[config.mk]
export PLATFORM = sky130hd
export DESIGN_NAME = sector_echo_char
export DESIGN_NICKNAME = d
export VERILOG_FILES = /design/src/rtl/sector_pkg.sv /design/src/rtl/sector_cell_avg.sv /design/src/rtl/sector_line_buf.sv /design/src/rtl/sector_divider.sv /design/src/rtl/sector_echo_char.sv
export SDC_FILE = /design/constraint.sdc
export NUM_CORES = 1
export LEC_CHECK = 0
export BUFFER_PORTS_ARGS = -buffer_cell sky130_fd_sc_hd__buf_2
export CORE_UTILIZATION = 63
export DETAILED_ROUTE_END_ITERATION = 12
export PLACE_DENSITY = 0.8
export SYNTH_ARGS = -nofsm -noshare
export SYNTH_HDL_FRONTEND = slang
export SYNTH_SLANG_ARGS = --single-unit
[constraint.sdc]
create_clock -name clk -period 6.8 [get_ports clk]
set_input_delay 1.36 -clock clk [delete_from_list [all_inputs] [get_ports clk]]
set_output_delay 1.36 -clock clk [all_outputs]
set_load 0.01 [all_outputs]
[src/rtl/sector_pkg.sv]
package sector_pkg;
  typedef enum logic [2:0] {
    ST_IDLE = 3'd0,
    ST_RUN  = 3'd1,
    ST_DIVI = 3'd2,
    ST_DIVG = 3'd3,
    ST_EMIT = 3'd4
  } sec_state_t;

  localparam int OUT_WORDS = 7;
endpackage

[src/rtl/sector_cell_avg.sv]
module sector_cell_avg #(
  parameter int SW   = 8,
  parameter int RW   = 6,
  parameter int AZW  = 9,
  parameter int NAVG = 32
) (
  input  logic           clk,
  input  logic           rst,
  input  logic           in_valid,
  input  logic [SW-1:0]  in_data,
  input  logic [RW-1:0]  in_range,
  input  logic [AZW-1:0] in_azim,
  output logic           cell_valid,
  output logic [SW-1:0]  cell_int,
  output logic [RW-1:0]  cell_rng,
  output logic [AZW-1:0] cell_az
);
  localparam int LG  = $clog2(NAVG);
  localparam int SUW = SW + LG;

  logic [LG-1:0]  cnt;
  logic [SUW-1:0] sum;
  logic [SUW-1:0] total;

  assign total = sum + SUW'(in_data);

  always_ff @(posedge clk) begin
    if (rst) begin
      cnt        <= '0;
      sum        <= '0;
      cell_valid <= 1'b0;
      cell_int   <= '0;
      cell_rng   <= '0;
      cell_az    <= '0;
    end else begin
      cell_valid <= 1'b0;
      if (in_valid) begin
        if (cnt == LG'(NAVG - 1)) begin
          cnt        <= '0;
          sum        <= '0;
          cell_valid <= 1'b1;
          cell_int   <= SW'(total >> LG);
          cell_rng   <= in_range;
          cell_az    <= in_azim;
        end else begin
          cnt <= cnt + 1'b1;
          sum <= total;
        end
      end
    end
  end
endmodule

[src/rtl/sector_line_buf.sv]
module sector_line_buf #(
  parameter int DW = 8,
  parameter int AW = 6
) (
  input  logic          clk,
  input  logic          we,
  input  logic [AW-1:0] waddr,
  input  logic [DW-1:0] wdata,
  input  logic          re,
  input  logic [AW-1:0] raddr,
  output logic [DW-1:0] rdata
);
  localparam int DEPTH = 1 << AW;

  logic [DW-1:0] mem [DEPTH];

  always_ff @(posedge clk) begin
    if (we) mem[waddr] <= wdata;
  end

  always_ff @(posedge clk) begin
    if (re) rdata <= mem[raddr];
  end
endmodule

[src/rtl/sector_divider.sv]
module sector_divider #(
  parameter int W = 24
) (
  input  logic         clk,
  input  logic         rst,
  input  logic         start,
  input  logic [W-1:0] dividend,
  input  logic [W-1:0] divisor,
  output logic         done,
  output logic [W-1:0] quotient
);
  localparam int CW = $clog2(W);

  logic [W:0]    rem;
  logic [W-1:0]  dsr;
  logic [W:0]    rem_sh;
  logic [CW-1:0] cnt;
  logic          busy;

  assign rem_sh = {rem[W-1:0], quotient[W-1]};

  always_ff @(posedge clk) begin
    if (rst) begin
      busy     <= 1'b0;
      done     <= 1'b0;
      cnt      <= '0;
      rem      <= '0;
      dsr      <= '0;
      quotient <= '0;
    end else begin
      done <= 1'b0;
      if (start) begin
        busy     <= 1'b1;
        cnt      <= '0;
        rem      <= '0;
        dsr      <= divisor;
        quotient <= dividend;
      end else if (busy) begin
        if (rem_sh >= {1'b0, dsr}) begin
          rem      <= rem_sh - {1'b0, dsr};
          quotient <= {quotient[W-2:0], 1'b1};
        end else begin
          rem      <= rem_sh;
          quotient <= {quotient[W-2:0], 1'b0};
        end
        cnt <= cnt + 1'b1;
        if (cnt == CW'(W - 1)) begin
          busy <= 1'b0;
          done <= 1'b1;
        end
      end
    end
  end
endmodule

[src/rtl/sector_echo_char.sv]
module sector_echo_char
  import sector_pkg::*;
#(
  parameter int SW   = 8,
  parameter int RW   = 6,
  parameter int AZW  = 9,
  parameter int AW   = 24,
  parameter int NAVG = 32
) (
  input  logic           clk,
  input  logic           rst,
  input  logic           smp_valid,
  input  logic [SW-1:0]  smp_data,
  input  logic [RW-1:0]  smp_range,
  input  logic [AZW-1:0] smp_azim,
  input  logic [RW-1:0]  cfg_rng_lo,
  input  logic [RW-1:0]  cfg_rng_hi,
  input  logic [AZW-1:0] cfg_az_lo,
  input  logic [AZW-1:0] cfg_az_hi,
  input  logic [SW-1:0]  cfg_thresh,
  output logic           out_valid,
  output logic [2:0]     out_idx,
  output logic [AW-1:0]  out_word,
  output logic           out_empty
);
  logic           cell_v;
  logic [SW-1:0]  cell_int;
  logic [RW-1:0]  cell_rng;
  logic [AZW-1:0] cell_az;
  logic [SW-1:0]  up_int;
  logic [SW-1:0]  prev_int;

  sec_state_t     state;
  logic [AW-1:0]  acc_area, acc_int, acc_grad;
  logic [AW-1:0]  mean_i, mean_g;
  logic           empty_q;
  logic [2:0]     emit_cnt;

  logic           div_start, div_done;
  logic [AW-1:0]  div_dvd, div_q;

  sector_cell_avg #(.SW(SW), .RW(RW), .AZW(AZW), .NAVG(NAVG)) avg_i (
    .clk(clk), .rst(rst),
    .in_valid(smp_valid), .in_data(smp_data),
    .in_range(smp_range), .in_azim(smp_azim),
    .cell_valid(cell_v), .cell_int(cell_int),
    .cell_rng(cell_rng), .cell_az(cell_az)
  );

  logic in_win, start_c, proc_c, fin_c;
  logic cur_hi, prev_hi, up_hi;
  logic use_rng, use_az;
  logic [SW-1:0] d_rng, d_az;
  logic [AW-1:0] area_nx, int_nx, grad_nx;
  logic [AW-1:0] base_area, base_int, base_grad;

  assign in_win  = (cell_rng >= cfg_rng_lo) && (cell_rng <= cfg_rng_hi) &&
                   (cell_az  >= cfg_az_lo)  && (cell_az  <= cfg_az_hi);
  assign start_c = cell_v && (state == ST_IDLE) &&
                   (cell_rng == cfg_rng_lo) && (cell_az == cfg_az_lo);
  assign proc_c  = cell_v && in_win && ((state == ST_RUN) || start_c);
  assign fin_c   = cell_v && (state == ST_RUN) && (cell_az > cfg_az_hi);

  sector_line_buf #(.DW(SW), .AW(RW)) lbuf_i (
    .clk(clk),
    .we(proc_c), .waddr(cell_rng), .wdata(cell_int),
    .re(smp_valid), .raddr(smp_range), .rdata(up_int)
  );

  assign cur_hi  = cell_int > cfg_thresh;
  assign prev_hi = prev_int > cfg_thresh;
  assign up_hi   = up_int   > cfg_thresh;
  assign use_rng = (cell_rng != cfg_rng_lo) && (cur_hi || prev_hi);
  assign use_az  = (cell_az  != cfg_az_lo)  && (cur_hi || up_hi);
  assign d_rng   = (cell_int >= prev_int) ? cell_int - prev_int : prev_int - cell_int;
  assign d_az    = (cell_int >= up_int)   ? cell_int - up_int   : up_int   - cell_int;

  assign base_area = start_c ? '0 : acc_area;
  assign base_int  = start_c ? '0 : acc_int;
  assign base_grad = start_c ? '0 : acc_grad;
  assign area_nx   = base_area + (cur_hi ? AW'(1) : '0);
  assign int_nx    = base_int  + (cur_hi ? AW'(cell_int) : '0);
  assign grad_nx   = base_grad + (use_rng ? AW'(d_rng) : '0)
                               + (use_az  ? AW'(d_az)  : '0);

  always_comb begin
    div_start = 1'b0;
    div_dvd   = acc_int;
    if (fin_c && acc_area != '0) begin
      div_start = 1'b1;
    end else if (state == ST_DIVI && div_done) begin
      div_start = 1'b1;
      div_dvd   = acc_grad;
    end
  end

  sector_divider #(.W(AW)) div_i (
    .clk(clk), .rst(rst),
    .start(div_start), .dividend(div_dvd), .divisor(acc_area),
    .done(div_done), .quotient(div_q)
  );

  always_ff @(posedge clk) begin
    if (rst) begin
      state    <= ST_IDLE;
      acc_area <= '0;
      acc_int  <= '0;
      acc_grad <= '0;
      prev_int <= '0;
      mean_i   <= '0;
      mean_g   <= '0;
      empty_q  <= 1'b0;
      emit_cnt <= '0;
    end else begin
      if (proc_c) begin
        acc_area <= area_nx;
        acc_int  <= int_nx;
        acc_grad <= grad_nx;
        prev_int <= cell_int;
      end
      unique case (state)
        ST_IDLE: if (start_c) state <= ST_RUN;
        ST_RUN: if (fin_c) begin
          emit_cnt <= '0;
          if (acc_area == '0) begin
            mean_i  <= '0;
            mean_g  <= '0;
            empty_q <= 1'b1;
            state   <= ST_EMIT;
          end else begin
            empty_q <= 1'b0;
            state   <= ST_DIVI;
          end
        end
        ST_DIVI: if (div_done) begin
          mean_i <= div_q;
          state  <= ST_DIVG;
        end
        ST_DIVG: if (div_done) begin
          mean_g <= div_q;
          state  <= ST_EMIT;
        end
        ST_EMIT: begin
          emit_cnt <= emit_cnt + 1'b1;
          if (emit_cnt == 3'(OUT_WORDS - 1)) state <= ST_IDLE;
        end
        default: state <= ST_IDLE;
      endcase
    end
  end

  always_ff @(posedge clk) begin
    if (rst) begin
      out_valid <= 1'b0;
      out_idx   <= '0;
      out_word  <= '0;
      out_empty <= 1'b0;
    end else begin
      out_valid <= (state == ST_EMIT);
      out_idx   <= emit_cnt;
      out_empty <= empty_q;
      unique case (emit_cnt)
        3'd0:    out_word <= AW'(cfg_rng_lo);
        3'd1:    out_word <= AW'(cfg_rng_hi);
        3'd2:    out_word <= AW'(cfg_az_lo);
        3'd3:    out_word <= AW'(cfg_az_hi);
        3'd4:    out_word <= acc_area;
        3'd5:    out_word <= mean_i;
        default: out_word <= mean_g;
      endcase
    end
  end
endmodule

==> key figures, run 1 <==
Clocking
  – Root Buffer: clkbuf_16
  – CTS Buf Count: 81
  – Worst-path clk slew: 70 ps
  – CTS tree: yes
  – CTS sink cnt: roughly 810
  – Clk_lat worst skew: between 600 and 700 ps
  – CTS Buffer Depth: 3
  – Hold Buf Count CTS: 0
  – H-tree depth: 3

STA
  – Setup tns final: 0 ps
  – Fmax achieved: 0.162 GHz
  – Relative slew slack: 0.0869
  – RSZ-0062 raised after global routing: false
  – Final setup vio count: 0
  – Worst-margin pin slew: roughly 1400 ps
  – Final setup margin: ~620 ps
  – Final Hold Viols: 0
  – Max-slew violation count: 0
  – Crit share post-route: 0.909
  – Hold WS: 456 ps
  – Clock skew: about 44 ps
  – Final worst path period need: 6180 ps

Logic synthesis
  – Yosys cell types: 73
  – Async S/R FF share, synth: 0
  – Post-Syn Area: between 0.03 and 0.04 sq mm
  – Synth Area in Compound Gates: 0.110
  – XOR/XNOR Fraction of Synth Area: 0.0147
  – Mapped Avg Cell Area: between 10 and 15 sq um
  – Post-Synth Adder-Cell Area: 0.0566
  – Warnings, synthesis: 0
  – Post-synthesis mux area share: 0.109
  – Synthesized Nets: roughly 3200
  – Largest family of logic cells by synthesized area: compound AO/OA/AOI/OAI gates
  – Yosys top cell area share: 0.421
  – Sequential area share after synthesis: 0.575
  – Synth Instances: around 3000
  – EDFF count, synth: 520
  – FF+latch count, synth: between 800 and 900
  – Synth area leader: edfxtp_1
  – Post-synthesis simple-gate area fraction: 0.104
  – Main flop type after synthesis: edfxtp_1
  – Synth top area cells: edfxtp_1, dfxtp_1, mux4_2

Placement
  – DPL Wire Length: 63.1 mm
  – Number of I/O port buffers: between 90 and 100
  – DP Worst Slack: ~530 ps
  – GP Congestion: 0.920

GRT
  – Largest net degree at the start of global routing: 75
  – Number of global-route vias before repair: 25591
  – GRT overflow: 0
  – First-pass GRT wire length: about 150 mm
  – Initial antenna violation count: 1
  – GRT Total Usage: 0.343

Pwr
  – Cell Pwr Density: approximately 240 mW/mm^2
  – Maximum vdd drop: between 0.2 and 0.3 mV
  – Pleak: about 0.016 uW

Job
  – MaxCap Viol Count: 0

Die
  – Die area: approximately 0.06 sq mm
  – Die height: between 200 and 250 um
  – I/O pin count: 93
  – Area of the core: slightly below 0.06 sq mm
  – Die Width: ~240 um
  – Row cnt: 88
  – Initial Util: 0.640

Route
  – DR iter-0 viols: ~2800
  – Vias per cell: between 6 and 7
  – First-pass detailed-route iteration total: 6
  – Routed vias: around 26000
  – Routed WL per cell: roughly 26 um
  – Post-DRT Antenna Nets: 0
  – Final WL: 101 mm
  – Number of remaining DRC errors: 0

Critical path
  – CP Max Fanout: 10
  – R2r startpoint: avg_i.cell_int[0]
  – CP arrival: 6760 ps
  – Setup crit start: avg_i.cell_int[0]
  – Reg-to-Reg End: acc_grad[19]
  – Critical path required time: between 7000 and 8000 ps
  – Startpoint Class: flip-flop
  – Critical path capture point type: flip-flop
  – R2R Setup Slk: between 600 and 700 ps
  – CP endpoint: acc_grad[19]
  – Worst-case reg-to-reg path depth: 21
  – Crit Path Category: reg2reg

Layout
  – Share of layout cells above drive strength 1: 0.150
  – Syn-to-layout area delta: 10.2%
  – Layout net count: 3228

Outcome
  – Status: finished, final reports clean

Worst hold path
  – Worst hold path type: reg2reg
-- Yosys cell counts (all sizes together) (47+ instances only) --
cell type	n
edfxtp	520
dfxtp	285
nand2	227
a21oi	222
nor2	221
mux4	168
ha	142
o21ai	140
clkbuf	137
inv	135
nor3	78
nand3	49
xnor2	48
a22o	47
-- through the flow --
| step | utilization | total power [uW] | instances | cell area [sq um] |
|---|---|---|---|---|
| final | 0.705 | 9840 | 3836 | 40800 |
| after global routing | 0.705 | 10100 | 3835 | 40800 |
| after CTS | 0.705 | 9850 | 3835 | 40800 |
| after detailed placement | 0.660 | 5540 | 3688 | 38200 |
| after global placement | 0.660 | 5530 | 3688 | 38200 |
| after floorplan | - | 5460 | 2957 | 37000 |
-- per-layer routing --
layer,GRT usage,vias up,share of wire
met2,0.580,1374,0.50
met5,0,-,0.00013
met3,0.0519,356,0.074
met1,0.417,12706,0.36
met4,0.212,2,0.068
li1,-,11283,-
-- cell usage in the layout, fill, tap and decap left out, types with 18 or more instances in the layout --
cell / n
and2_1: 46
a222oi_1: 27
xnor2_1: 48
nand3_1: 49
o21a_1: 18
and3_1: 24
nor2_1: 220
edfxtp_1: 520
mux4_2: 168
buf_2: 89
nor3_1: 76
nand2_1: 227
nor4_1: 18
dfxtp_1: 276
mux2i_1: 21
inv_1: 135
nor2b_1: 23
a21o_1: 34
clkbuf_16: 82
a21oi_1: 218
a22oi_1: 43
o21ai_0: 139
or3_1: 22
a22o_1: 47
a31oi_1: 23
nand4_1: 20
clkinv_1: 21
ha_1: 142
buf_4: 39
-- power by group --
| part | switching (uW) | internal (uW) |
|---|---|---|
| clock network | 2010 | 2390 |
| logic | 175 | 108 |
| registers | 8.43 | 5150 |
-- cells by family (layout without fill, tap and decap cells) --
kind of cell | Yosys count | in the layout
AO/OA/AOI/OAI | 638 | 638
XOR/XNOR | 62 | 62
adder cells (fa/ha/maj) | 158 | 158
buffers and inverters | 302 | 415
flip-flops | 805 | 805
multiplexers | 192 | 192
other | 0 | 1
AND/OR/NAND/NOR | 800 | 800
-- area by class of cell --
cell class | count | area (sq um)
Clock buffer | 96 | 2130
Multi-Input combinational cell | 1850 | 14600
Antenna cell | 1 | 2.50
Inverter | 137 | 514
Fill cell | 3798 | 17100
Sequential cell | 805 | 21300
Clock inverter | 51 | 468
Timing Repair Buffer | 131 | 783
Tap cell | 765 | 957
-- registers in the layout (all words and copies together) (netlist names), 3 cells and up --
register / flops
lbuf_i.mem: 512
acc_area: 24
acc_grad: 24
acc_int: 24
div_i.dsr: 24
div_i.quotient: 24
div_i.rem: 24
mean_g: 24
mean_i: 24
out_word: 24
avg_i.sum: 13
avg_i.cell_az: 9
avg_i.cell_int: 8
lbuf_i.rdata: 8
prev_int: 8
avg_i.cell_rng: 6
avg_i.cnt: 5
div_i.cnt: 5
emit_cnt: 3
out_idx: 3
state: 3
-- worst max-delay path: stages (launching register included) --
cell	delay [ps]
dfxtp_2	330
inv_1	100
ha_1	150
inv_1	60
fa_1	420
a21o_1	220
a2111oi_0	670
o21ai_0	300
o21ai_2	290
a211oi_1	200
a311oi_1	360
xnor2_1	160
nand2b_1	90
fa_1	510
inv_1	50
ha_1	350
o21ai_0	150
o21a_1	210
nor3_1	780
nand4_1	200
or3_1	350
a21oi_1	160
-- worst min-delay path by stage --
| stage | startpoint | endpoint | cells after the start |
|---|---|---|---|
| 2_1_floorplan | empty_q | out_empty | 1 |
| 3_3_place_gp | div_i.dsr[6] | div_i.dsr[6] | 2 |
| 3_5_place_dp | div_i.dsr[19] | div_i.dsr[19] | 2 |
| 4_1_cts | div_i.dsr[3] | div_i.dsr[3] | 2 |
| 5_1_grt | div_i.dsr[10] | div_i.dsr[10] | 2 |
| 6_report | div_i.dsr[10] | div_i.dsr[10] | 2 |
-- what timing repair did --
action / in CTS / in global routing
resized for setup: 0 / 1
endpoints found under the setup margin: 0 / 5
setup buffers: 0 / 0
No activity file was read; power rests on OpenSTA's default activity.
==> run 2, diff against run 1 <==
--- a/config.mk
+++ b/config.mk
@@ -9,6 +9,7 @@
 export CORE_UTILIZATION = 63
 export DETAILED_ROUTE_END_ITERATION = 12
 export PLACE_DENSITY = 0.8
+export RECOVER_POWER = 100
 export SYNTH_ARGS = -nofsm -noshare
 export SYNTH_HDL_FRONTEND = slang
 export SYNTH_SLANG_ARGS = --single-unit
==> run 2 against run 1 <==
The flow now finishes with violations (capacitance limit, slew limit); clock power hardly changed; via count rose by 0.19%; utilization decreased by 0.29 points; wire length barely moved; fmax decreased by 5.7%; die area is the same; highest routed layer unchanged.
==> key figures, run 2 (synthesis gave the netlist of run 1 again) <==
Critical path
  – Crit Path Category: reg2reg
  – Startpoint Class: flip-flop
  – R2r startpoint: avg_i.cell_int[1]
  – R2R Setup Slk: 250 ps (-370 ps)
  – Crit path cell chain: clkbuf_1, nand2_1, fa_1, nor2b_1, o21ai_0, a21o_1, a21oi_1, nand3_1, or4_1, a21o_1, a21oi_2
  – Critical path required time: 7370 ps (about the same)
  – CP arrival: 7130 ps (+370 ps)
  – Crit-path max cell delay: 2380 ps (+1600 ps)
  – Critical path capture point type: flip-flop
  – Setup crit start: avg_i.cell_int[1]
  – Crit path max-delay family: buffers and inverters
  – Most frequent CP cell: a21o_1
  – Buf/Inv on CP: 1 (-2)
  – CP max stage cell: clkbuf_1
  – CP Max Fanout: 64 (+54)

STA
  – Final Hold Viols: 0 (unchanged)
  – Final worst path period need: 6550 ps (+373 ps)
  – Setup tns final: 0 ps (unchanged)
  – Worst-margin pin slew: 3560 ps (+2190 ps)
  – RSZ-0062 raised after global routing: false
  – Final setup margin: 249 ps (-373 ps)
  – Max-slew violation count: 718 (+718)
  – Crit share post-route: 0.963 (+0.0549)
  – Fmax achieved: 0.153 GHz (-5.7%)
  – Relative slew slack: -1.37 (-1.46)
  – Clock skew: 45.4 ps (+1.78 ps)
  – Final setup vio count: 0 (unchanged)

Route
  – Routed vias: 25769 (+0.19%)
  – First-pass detailed-route iteration total: 8 (+2)
  – Number of remaining DRC errors: 0 (unchanged)
  – Final WL: 101 mm (about the same)
  – Routed WL per cell: 26.4 um (about the same)
  – DR iter-0 viols: 2899 (+3.3%)
  – Post-DRT Antenna Nets: 0 (unchanged)
  – Vias per cell: 6.72 (+0.21%)

Die
  – Area of the core: 0.0579 sq mm (unchanged)
  – I/O pin count: 93 (unchanged)
  – Row cnt: 88 (unchanged)
  – Die height: 245 um (unchanged)
  – Initial Util: 0.640 (unchanged)
  – Die area: 0.0598 sq mm (unchanged)
  – Die Width: 245 um (unchanged)

Placement
  – DPL Wire Length: 63.1 mm (unchanged)
  – Number of I/O port buffers: 92 (unchanged)
  – GP Congestion: 0.920 (unchanged)
  – DP Worst Slack: 527 ps (unchanged)
  – Number of placed cells counting well taps: 3688 (unchanged)

GRT
  – GRT Total Usage: 0.343 (unchanged)
  – Number of global-route vias before repair: 25591 (unchanged)
  – First-pass GRT wire length: 154 mm (unchanged)
  – Largest net degree at the start of global routing: 75 (unchanged)
  – Initial antenna violation count: 1 (unchanged)
  – GRT overflow: 0 (unchanged)

Layout
  – Most frequent cells in the layout: edfxtp_1, dfxtp_1, nand2_1
  – Flip-flop count of the largest register after layout: 512 (unchanged)
  – Area taken by multi-input logic gates: 0.0146 sq mm (-0.21%)
  – Commonest non-fill, non-tap cell in the layout: edfxtp_1
  – Non-Filler Instances: 3835 (-0.026%)
  – Share of layout cells above drive strength 1: 0.129 (-0.0202)
  – Storage cell area: 0.0213 sq mm (about the same)
  – Layout net count: 3228 (unchanged)
  – Syn-to-layout area delta: 9.72%
  – Layout Utilization: 0.702 (-0.00292)
  – Fillers: 3852 (+1.4%)
  – Largest register by flop count: lbuf_i.mem
  – # diodes: 0 (-1)

Clocking
  – CTS Buf Count: 81 (unchanged)
  – Root Buffer: clkbuf_16
  – Worst-path clk slew: 70 ps (about the same)
  – CTS Buffer Depth: 3 (unchanged)
  – H-tree depth: 3 (unchanged)
  – CTS sink cnt: 805 (unchanged)
  – CTS tree: yes
  – Hold Buf Count CTS: 0 (unchanged)
  – Clk_lat worst skew: 670 ps (about the same)

Worst hold path
  – Worst hold path type: reg2reg
  – Hold Path Origin: div_i.dsr[14]

Pwr
  – Comb power frac: 0.029 (about the same)
  – Internal Power: 7650 uW (about the same)
  – Maximum vdd drop: 0.297 mV (+0.42%)
  – Sequential power share: 0.524 (about the same)
  – Sw power: 2190 uW (-0.25%)
  – Clock share of power: 0.447 (about the same)
  – Cell Pwr Density: 242 mW/mm^2 (+0.35%)
  – Pleak: 0.0156 uW (-1.4%)
  – Sw Ratio: 0.223 (-0.000418)
  – Tot Pwr: 9840 uW (about the same)

Outcome
  – Status: finished, violations left
  – Failing checks: capacitance limit, slew limit

Job
  – MaxCap Viol Count: 12 (+12)
## run 2: area by class of cell
class | count | area share
Sequential cell | 805 | 0.525
Inverter | 137 | 0.0127
Clock inverter | 51 | 0.0115
Timing Repair Buffer | 131 | 0.0162
Multi-Input combinational cell | 1850 | 0.359
Tap cell | 765 | 0.0235
Clock buffer | 96 | 0.0525
## run 2: stage by stage
step,hold slack (ps),instance area [sq um]
floorplan,429,37000
global placement,444,38200
detailed placement,447,38200
CTS,456,40800
global route,473,40700
finish,458,40700
## run 2: per-layer routing
layer / share of wire / wire, um / track usage / up-vias
li1: - / - / - / 11295
met1: 0.36 / 36200 / 0.417 / 12767
met2: 0.50 / 50600 / 0.580 / 1346
met3: 0.076 / 7680 / 0.0519 / 359
met4: 0.068 / 6880 / 0.212 / 2
met5: 0.00013 / 13 / 0 / -
## run 2: power by group through the flow
| stage | clock network (uW) | logic (uW) | registers, uW |
|---|---|---|---|
| 6_report | 4400 | 281 | 5160 |
| 3_5_place_dp | 0 | 278 | 5260 |
| 5_1_grt | 4600 | 306 | 5160 |
| 2_1_floorplan | 0 | 195 | 5260 |
| 4_1_cts | 4410 | 282 | 5160 |
| 3_3_place_gp | 0 | 271 | 5260 |
## run 2: worst min-delay path: cells and delay by family, from the launching register on
family | cells | cell delay, ps
compound gates | 1 | 50
flops | 1 | 310
simple gates | 1 | 50
## run 2: path summary, 6_finish.rpt
kind / end / depth (start not counted)
worst min register to register: div_i.dsr[14] / 2
worst max register to register: acc_int[22] / 11
worst max-delay path: acc_int[22] / 11
worst min-delay path: div_i.dsr[14] / 2
## run 2: repair_timing
item | CTS | global route
resized for setup | 0 | 1
endpoints found under the setup margin | 0 | 5
setup buffers | 0 | 0
